--- config.mk ---
export PLATFORM = sky130hd
export DESIGN_NAME = nfc_cfg_regs
export DESIGN_NICKNAME = d
export VERILOG_FILES = /design/src/rtl/nfc_cfg_pkg.sv /design/src/rtl/nfc_geom_decode.sv /design/src/rtl/nfc_irq_unit.sv /design/src/rtl/nfc_rd_mux.sv /design/src/rtl/nfc_cfg_regs.sv
export SDC_FILE = /design/constraint.sdc
export NUM_CORES = 1
export LEC_CHECK = 0
export BUFFER_PORTS_ARGS = -buffer_cell sky130_fd_sc_hd__buf_2
export CORE_ASPECT_RATIO = 1.5
export CORE_MARGIN = 1
export CORE_UTILIZATION = 54
export CTS_CLUSTER_DIAMETER = 50
export DETAILED_ROUTE_END_ITERATION = 16
export PLACE_DENSITY_LB_ADDON = 0.05
export SYNTH_ARGS = -nofsm -noshare
export SYNTH_HDL_FRONTEND = slang
export SYNTH_HIERARCHICAL = 1
export SYNTH_SLANG_ARGS = --single-unit
--- constraint.sdc ---
create_clock -name clk -period 4.2 [get_ports clk]
set_clock_uncertainty 0.15 [all_clocks]
set_input_delay 0.84 -clock clk [delete_from_list [all_inputs] [get_ports clk]]
set_output_delay 0.84 -clock clk [all_outputs]
set_load 0.05 [all_outputs]
--- src/rtl/nfc_cfg_pkg.sv ---
package nfc_cfg_pkg;

    // Bus shape
    parameter int DATA_W     = 32;
    parameter int ADDR_W     = 12;

    // Register content widths
    parameter int PAGE_IDX_W = 26;
    parameter int NUM_EVT    = 4;
    parameter int EVT_BASE   = 2;   // status bit of event 0
    parameter int IEN_W      = 8;
    parameter int IEN_GLOBAL = 7;

    // Decoded geometry widths
    parameter int PAGE_W     = 13;
    parameter int BLK_W      = 20;
    parameter int DEV_W      = 40;

    // Geometry field positions
    parameter int FLD_DEV_LSB  = 4;
    parameter int FLD_PAGE_LSB = 8;
    parameter int FLD_AC_LSB   = 10;
    parameter int FLD_BLK_LSB  = 16;
    parameter int FLOW_BUS16   = 4;

    // Decoding bases
    parameter int BLK_SHIFT_BASE = 4;
    parameter int AC_BASE        = 3;
    parameter int DEV_LOG2_BASE  = 24;

    // Fixed read-only contents
    parameter logic [DATA_W-1:0] REV_VALUE   = 32'h0001_0100;
    parameter logic [DATA_W-1:0] HWCFG_VALUE = 32'h0008_1601;
    parameter logic [DATA_W-1:0] PGCNT_VALUE = 32'h0000_0001;
    parameter logic [DATA_W-1:0] PIORDY_VALUE = 32'h0000_0001;

    localparam logic [IEN_W-1:0] IEN_MASK =
        IEN_W'((1 << IEN_GLOBAL) | ((1 << NUM_EVT) - 1));
    localparam int BE_W = DATA_W / 8;

    // Register offsets
    localparam logic [ADDR_W-1:0] OFS_STATUS = 12'h000;
    localparam logic [ADDR_W-1:0] OFS_CLEAR  = 12'h004;
    localparam logic [ADDR_W-1:0] OFS_IEN    = 12'h008;
    localparam logic [ADDR_W-1:0] OFS_FLOW   = 12'h00C;
    localparam logic [ADDR_W-1:0] OFS_GEOM   = 12'h010;
    localparam logic [ADDR_W-1:0] OFS_PAGE   = 12'h014;
    localparam logic [ADDR_W-1:0] OFS_BURST  = 12'h018;
    localparam logic [ADDR_W-1:0] OFS_REV    = 12'h020;
    localparam logic [ADDR_W-1:0] OFS_HWCFG  = 12'h024;
    localparam logic [ADDR_W-1:0] OFS_PGCNT  = 12'h028;
    localparam logic [ADDR_W-1:0] OFS_PIORDY = 12'h02C;

    typedef struct packed {
        logic [DATA_W-1:0]     geom;
        logic [DATA_W-1:0]     flow;
        logic [DATA_W-1:0]     burst;
        logic [PAGE_IDX_W-1:0] page;
        logic                  rsp_valid;
        logic [DATA_W-1:0]     rsp_rdata;
    } cfg_state_t;

    typedef struct packed {
        logic [IEN_W-1:0]   ien;
        logic [NUM_EVT-1:0] sts;
        logic               irq;
    } irq_state_t;

endpackage

--- src/rtl/nfc_geom_decode.sv ---
module nfc_geom_decode
    import nfc_cfg_pkg::*;
(
    input  logic [1:0]        page_code,
    input  logic [1:0]        blk_code,
    input  logic [1:0]        ac_code,
    input  logic [3:0]        dev_code,
    output logic [PAGE_W-1:0] page_bytes,
    output logic [BLK_W-1:0]  block_bytes,
    output logic [2:0]        addr_cycles,
    output logic [DEV_W-1:0]  dev_bytes
);

    always_comb begin
        unique case (page_code)
            2'd0:    page_bytes = PAGE_W'(512);
            2'd2:    page_bytes = PAGE_W'(4096);
            default: page_bytes = PAGE_W'(2048);
        endcase
        block_bytes = BLK_W'(page_bytes) << (BLK_SHIFT_BASE + int'(blk_code));
        addr_cycles = 3'(AC_BASE) + {1'b0, ac_code};
        dev_bytes   = DEV_W'(1) << (DEV_LOG2_BASE + int'(dev_code));
    end

endmodule

--- src/rtl/nfc_irq_unit.sv ---
module nfc_irq_unit
    import nfc_cfg_pkg::*;
(
    input  logic               clk,
    input  logic               rst_n,
    input  logic               ien_we,
    input  logic               clr_we,
    input  logic [IEN_W-1:0]   wdata,
    input  logic [NUM_EVT-1:0] evt_set,
    output logic [IEN_W-1:0]   ien,
    output logic [NUM_EVT-1:0] sts,
    output logic               irq
);

    irq_state_t         st_q, st_d;
    logic [NUM_EVT-1:0] sts_next;

    // A raised event beats a clear of the same flag
    for (genvar k = 0; k < NUM_EVT; k++) begin : g_flag
        assign sts_next[k] = evt_set[k] | (st_q.sts[k] & ~(clr_we & wdata[k]));
    end

    always_comb begin
        st_d     = st_q;
        st_d.sts = sts_next;
        if (ien_we) begin
            st_d.ien = wdata & IEN_MASK;
        end
        st_d.irq = st_d.ien[IEN_GLOBAL] & (|(st_d.ien[NUM_EVT-1:0] & st_d.sts));
    end

    always_ff @(posedge clk) begin
        if (!rst_n) begin
            st_q <= '0;
        end else begin
            st_q <= st_d;
        end
    end

    assign ien = st_q.ien;
    assign sts = st_q.sts;
    assign irq = st_q.irq;

endmodule

--- src/rtl/nfc_rd_mux.sv ---
module nfc_rd_mux
    import nfc_cfg_pkg::*;
(
    input  logic [ADDR_W-1:0]     addr,
    input  logic [NUM_EVT-1:0]    sts,
    input  logic [IEN_W-1:0]      ien,
    input  logic [DATA_W-1:0]     flow,
    input  logic [DATA_W-1:0]     geom,
    input  logic [PAGE_IDX_W-1:0] page,
    input  logic [DATA_W-1:0]     burst,
    output logic [DATA_W-1:0]     rdata
);

    always_comb begin
        unique case (addr)
            OFS_STATUS: rdata = DATA_W'(sts) << EVT_BASE;
            OFS_IEN:    rdata = DATA_W'(ien);
            OFS_FLOW:   rdata = flow;
            OFS_GEOM:   rdata = geom;
            OFS_PAGE:   rdata = DATA_W'(page);
            OFS_BURST:  rdata = burst;
            OFS_REV:    rdata = REV_VALUE;
            OFS_HWCFG:  rdata = HWCFG_VALUE;
            OFS_PGCNT:  rdata = PGCNT_VALUE;
            OFS_PIORDY: rdata = PIORDY_VALUE;
            default:    rdata = '0;   // clear register and holes
        endcase
    end

endmodule

--- src/rtl/nfc_cfg_regs.sv ---
module nfc_cfg_regs
    import nfc_cfg_pkg::*;
(
    input  logic                  clk,
    input  logic                  rst_n,
    input  logic                  req_valid,
    input  logic                  req_write,
    input  logic [ADDR_W-1:0]     req_addr,
    input  logic [BE_W-1:0]       req_be,
    input  logic [DATA_W-1:0]     req_wdata,
    output logic                  rsp_valid,
    output logic [DATA_W-1:0]     rsp_rdata,
    input  logic [NUM_EVT-1:0]    evt_set,
    output logic                  irq,
    output logic [PAGE_W-1:0]     page_bytes,
    output logic [BLK_W-1:0]      block_bytes,
    output logic [2:0]            addr_cycles,
    output logic [DEV_W-1:0]      dev_bytes,
    output logic [PAGE_IDX_W-1:0] page_index,
    output logic                  bus_16bit
);

    cfg_state_t         st_q, st_d;
    logic               full_word;
    logic               wr_ok;
    logic               rd_ok;
    logic               bad_wr;
    logic               ien_we;
    logic               clr_we;
    logic [IEN_W-1:0]   ien_q;
    logic [NUM_EVT-1:0] sts_q;
    logic [DATA_W-1:0]  mux_rdata;
    logic [DATA_W-1:0]  geom_q;

    assign full_word = (req_be == '1) && (req_addr[1:0] == 2'b00);
    assign wr_ok     = req_valid & req_write & full_word;
    assign rd_ok     = req_valid & ~req_write & full_word;
    assign bad_wr    = req_valid & req_write & ~full_word;
    assign ien_we    = wr_ok && (req_addr == OFS_IEN);
    assign clr_we    = wr_ok && (req_addr == OFS_CLEAR);
    assign geom_q    = st_q.geom;

    nfc_irq_unit u_irq (
        .clk     (clk),
        .rst_n   (rst_n),
        .ien_we  (ien_we),
        .clr_we  (clr_we),
        .wdata   (req_wdata[IEN_W-1:0]),
        .evt_set (evt_set),
        .ien     (ien_q),
        .sts     (sts_q),
        .irq     (irq)
    );

    nfc_rd_mux u_mux (
        .addr  (req_addr),
        .sts   (sts_q),
        .ien   (ien_q),
        .flow  (st_q.flow),
        .geom  (st_q.geom),
        .page  (st_q.page),
        .burst (st_q.burst),
        .rdata (mux_rdata)
    );

    nfc_geom_decode u_geom (
        .page_code   (st_q.geom[FLD_PAGE_LSB +: 2]),
        .blk_code    (st_q.geom[FLD_BLK_LSB +: 2]),
        .ac_code     (st_q.geom[FLD_AC_LSB +: 2]),
        .dev_code    (st_q.geom[FLD_DEV_LSB +: 4]),
        .page_bytes  (page_bytes),
        .block_bytes (block_bytes),
        .addr_cycles (addr_cycles),
        .dev_bytes   (dev_bytes)
    );

    always_comb begin
        st_d           = st_q;
        st_d.rsp_valid = req_valid;
        st_d.rsp_rdata = rd_ok ? mux_rdata : '0;
        if (wr_ok) begin
            unique case (req_addr)
                OFS_FLOW:  st_d.flow  = req_wdata;
                OFS_GEOM:  st_d.geom  = req_wdata;
                OFS_PAGE:  st_d.page  = req_wdata[PAGE_IDX_W-1:0];
                OFS_BURST: st_d.burst = req_wdata;
                default:   ;
            endcase
        end
    end

    always_ff @(posedge clk) begin
        if (!rst_n) begin
            st_q <= '0;
        end else begin
            st_q <= st_d;
        end
    end

    assign rsp_valid  = st_q.rsp_valid;
    assign rsp_rdata  = st_q.rsp_rdata;
    assign page_index = st_q.page;
    assign bus_16bit  = st_q.flow[FLOW_BUS16];

endmodule

==> results.md <==
- Hold Path Origin: st_q[110]
- CP cell instances: buf_2 -> or4b_4 -> or2_2 -> or3_1 -> nor3_1 -> a21boi_0 -> o21ba_2 -> o41a_1
- Clk_lat worst skew: between 400 and 500 ps
- Ant diodes: 0
- Via count: between 6k and 7k
- Final Routed Wirelength: about 20 mm
- Worst slew pin tran: ~880 ps
- Crit-path max FO: 11
- Post-synth ARST share: 0%
- Hold Path Class: reg -> reg
- P_leak: 0.003851 uW
- Antenna-violating nets left: 0
- Initial core utilization: 55.08%
- Setup ws final: 879.7 ps
- Post-synth cell types: slightly below 70
- RR Startpoint: u_irq/sts[1]
- Final #Nets: between 1k and 1.5k
- Vias in the first global route: slightly above 6k
- Largest family of logic cells by synthesized area: multiplexers
- All-Layer GR Usage: 25.52%
- Area Growth Syn to Fin: 8.253%
- Port buffer count: between 100 and 150
- Syn_area_per_cell: about 9.3 um^2
- Xor/xnor cell area share of the yosys netlist: 0%
- WP data arrival: ~3500 ps
- Post-CTS Resized: 0
- Minimum clock period: 3320 ps
- Final hold violation count: 0
- Worst Hold Path Cells: 2
- RSZ-0062 raised after global routing: false
- Wire per inst: 17.29 um
- Switching Share: roughly 25%
- Flop-to-flop setup slack: between 2000 and 3000 ps
- Synth Area in Compound Gates: approximately 7.9%
- Total power: roughly 3300 uW
- GRT Residual Overflow: 0
- Post-Layout Cell Count: ~1.2k
- DR iter-0 viols: 309
- Initial antenna violation count: 0
- Clk sink count: around 170
- Chip height: 153.5 um
- CTS tree: built
- Cell taking the most area after synthesis: dfxtp_1
- Logic gate share of total power: under 10%
- First-pass GRT wire length: a little over 30 mm
- Remaining DRCs: 0
- YS warnings: 6
- Worst hold margin: about 310 ps
- Cell count after synthesis: about 890
- Layout cells sized above 1: 23.02%
- Fill count: between 1k and 1.5k
- Max rail drop VDD: 0.2899 mV
- Max Fclk: roughly 0.30 GHz
- Register-to-Register Path Depth: 4
- Internal power: between 2000 and 2500 uW
- Seq/Total Area, Yosys: 39.98%
- Post-CTS setup buffer count: 0
- Post-Syn Area: between 0.008 and 0.009 mm^2
- Cts bufs inserted: 17
- Setup Total Neg Slack: 0 ps
- Relative slew slack: 41.18%
- Clk buf depth: 2
- Ys flop type: dfxtp_1
- # setup viols final: 0
- Final worst path period share: 79.05%
- Via density: between 5 and 6
- DP HPWL: between 10 and 15 mm
- Die X: between 100 and 150 um
- RR Endpoint: rsp_rdata[3]
- Critical Path End Type: flop
- Hold path endpoint: st_q[110]
- Setup crit start kind: primary input
- Status: complete, no violations
- CTS root buf: clkbuf_16
- Post-Synth Adder-Cell Area: less than 1%
- Cts hold-fix bufs: 0
- Slew Limit Fails: 0
- EDFF count, synth: 0
- Psw: 829.8 uW
- Yosys top cell area share: around two fifths
- # placed instances: approximately 1.1k
- GPL Wtd Cong: approximately 0.84
- Area occupied by multi-input gates: 0.003948 mm^2
- Synth Area in Simple Gates: a little under a fifth
- Die area: ~0.016 mm^2
- H-tree levels: 4
- Critical path class: in -> reg
- Max_cap viols: 0
- I/O pins: 193
- Core box area: about 0.015 mm^2
- FF/Latch Area: ~0.0033 mm^2
- CP max-delay cell: or4b_4
- Reg power frac: between 40% and 50%
- Clock Pin Slew Worst Setup and Hold Paths: around 70 ps
- Largest net degree at the start of global routing: just over 100
- Top post-synthesis cells by area: dfxtp_1, mux2i_1, buf_4, nand2_1, and2_1
- Worst Path Required: about 4400 ps
- Largest stage delay on the critical path: approximately 570 ps
- Clk network pwr share: between 40% and 50%
- Cell Pwr Density: roughly 370 mW/mm^2
- Cell Rows: 55
- Initial DRT Pass Iterations: 6
- Pre-CTS setup slack: approximately 480 ps
- Yosys reg bits: approximately 170
- Multiplexer area fraction after synthesis: about a fifth
==> layout by cell type, fill, tap and decap left out, types with 6 or more instances in the layout <==
cell type    n
buf_4       13
nand2b_1     7
nand2_1    182
nor2_1      17
a22o_1      12
clkbuf_16   17
mux2i_1    147
and2_1      33
nor3_1      12
a22oi_1      7
conb_1      50
dfxtp_1    165
mux2_2       8
buf_2      144
inv_1        6
o21ai_0     22
==> cell families (layout without fill, tap and decap cells) <==
group           Yosys count  in the layout
simple gates            304            304
buf+inv                 170            197
flops                   165            165
mux                     156            156
compound gates           87             87
other cells               2             50
fa+ha+maj                 1              1
==> worst max-delay path, delay by kind of cell <==
kind	cells	cell delay, ps
AOI/OAI and AO/OA	3	860
buffers and inverters	1	170
and+or+nand+nor	4	1600
==> cells in the mapped netlist, drive strengths merged (5+ instances only) <==
cell type,count
or4,5
clkbuf,27
o21ai,24
nand2,183
mux2i,147
buf,136
nand2b,7
inv,6
and3,5
a22oi,7
a221o,5
and2,33
mux2,8
dfxtp,165
nor3,14
a21boi,6
a22o,12
nor4,5
nor2,18
==> power by group through the flow <==
stage | Clock (uW) | Combinational (uW) | Sequential [uW]
2_1_floorplan | 0 | 204 | 1610
3_3_place_gp | 0 | 229 | 1610
3_5_place_dp | 0 | 232 | 1610
4_1_cts | 1510 | 232 | 1570
5_1_grt | 1580 | 249 | 1570
6_report | 1480 | 235 | 1570
==> through the flow <==
stage	area, um^2	util (%)
after floorplan	8443	-
after global placement	8381	55.86
after detailed placement	8381	55.86
after CTS	8945	59.62
after global routing	8945	59.62
final	8945	59.62
==> layout make-up <==
class | instances | share of cell area [%]
clock buffers | 19 | 4.952
clock inverters | 13 | 1.357
inverters | 6 | 0.2518
multi-input cells | 598 | 44.13
flip-flops and latches | 165 | 36.93
well taps | 199 | 2.784
repair buffers | 159 | 9.596
==> worst max path at each step <==
stage           startpoint        end  depth (start not counted)
2_1_floorplan  req_addr[9]  u_irq/irq                          7
3_3_place_gp   req_addr[5]  u_irq/irq                          8
3_5_place_dp   req_addr[5]  u_irq/irq                          8
4_1_cts        req_addr[5]  u_irq/irq                          8
5_1_grt        req_addr[5]  u_irq/irq                          8
6_report       req_addr[5]  u_irq/irq                          8
==> state kept, by name, summed over array words and instances (netlist names) <==
register / count
bus_16bit: 1
page_index: 26
u_irq/irq: 1
geom_q: 32
u_irq/sts: 4
rsp_rdata: 32
st_q: 63
u_irq/ien: 5
rsp_valid: 1
==> metal layers <==
metal / up-vias / share of wire (%) / track usage (%)
li1: 2980 / - / -
met1: 3021 / 40 / 29.11
met2: 209 / 52 / 45.78
met3: 34 / 5.4 / 4.682
met4: 0 / 2.4 / 10.26
met5: - / 0 / 0
(Power assumes the default switching activity.)
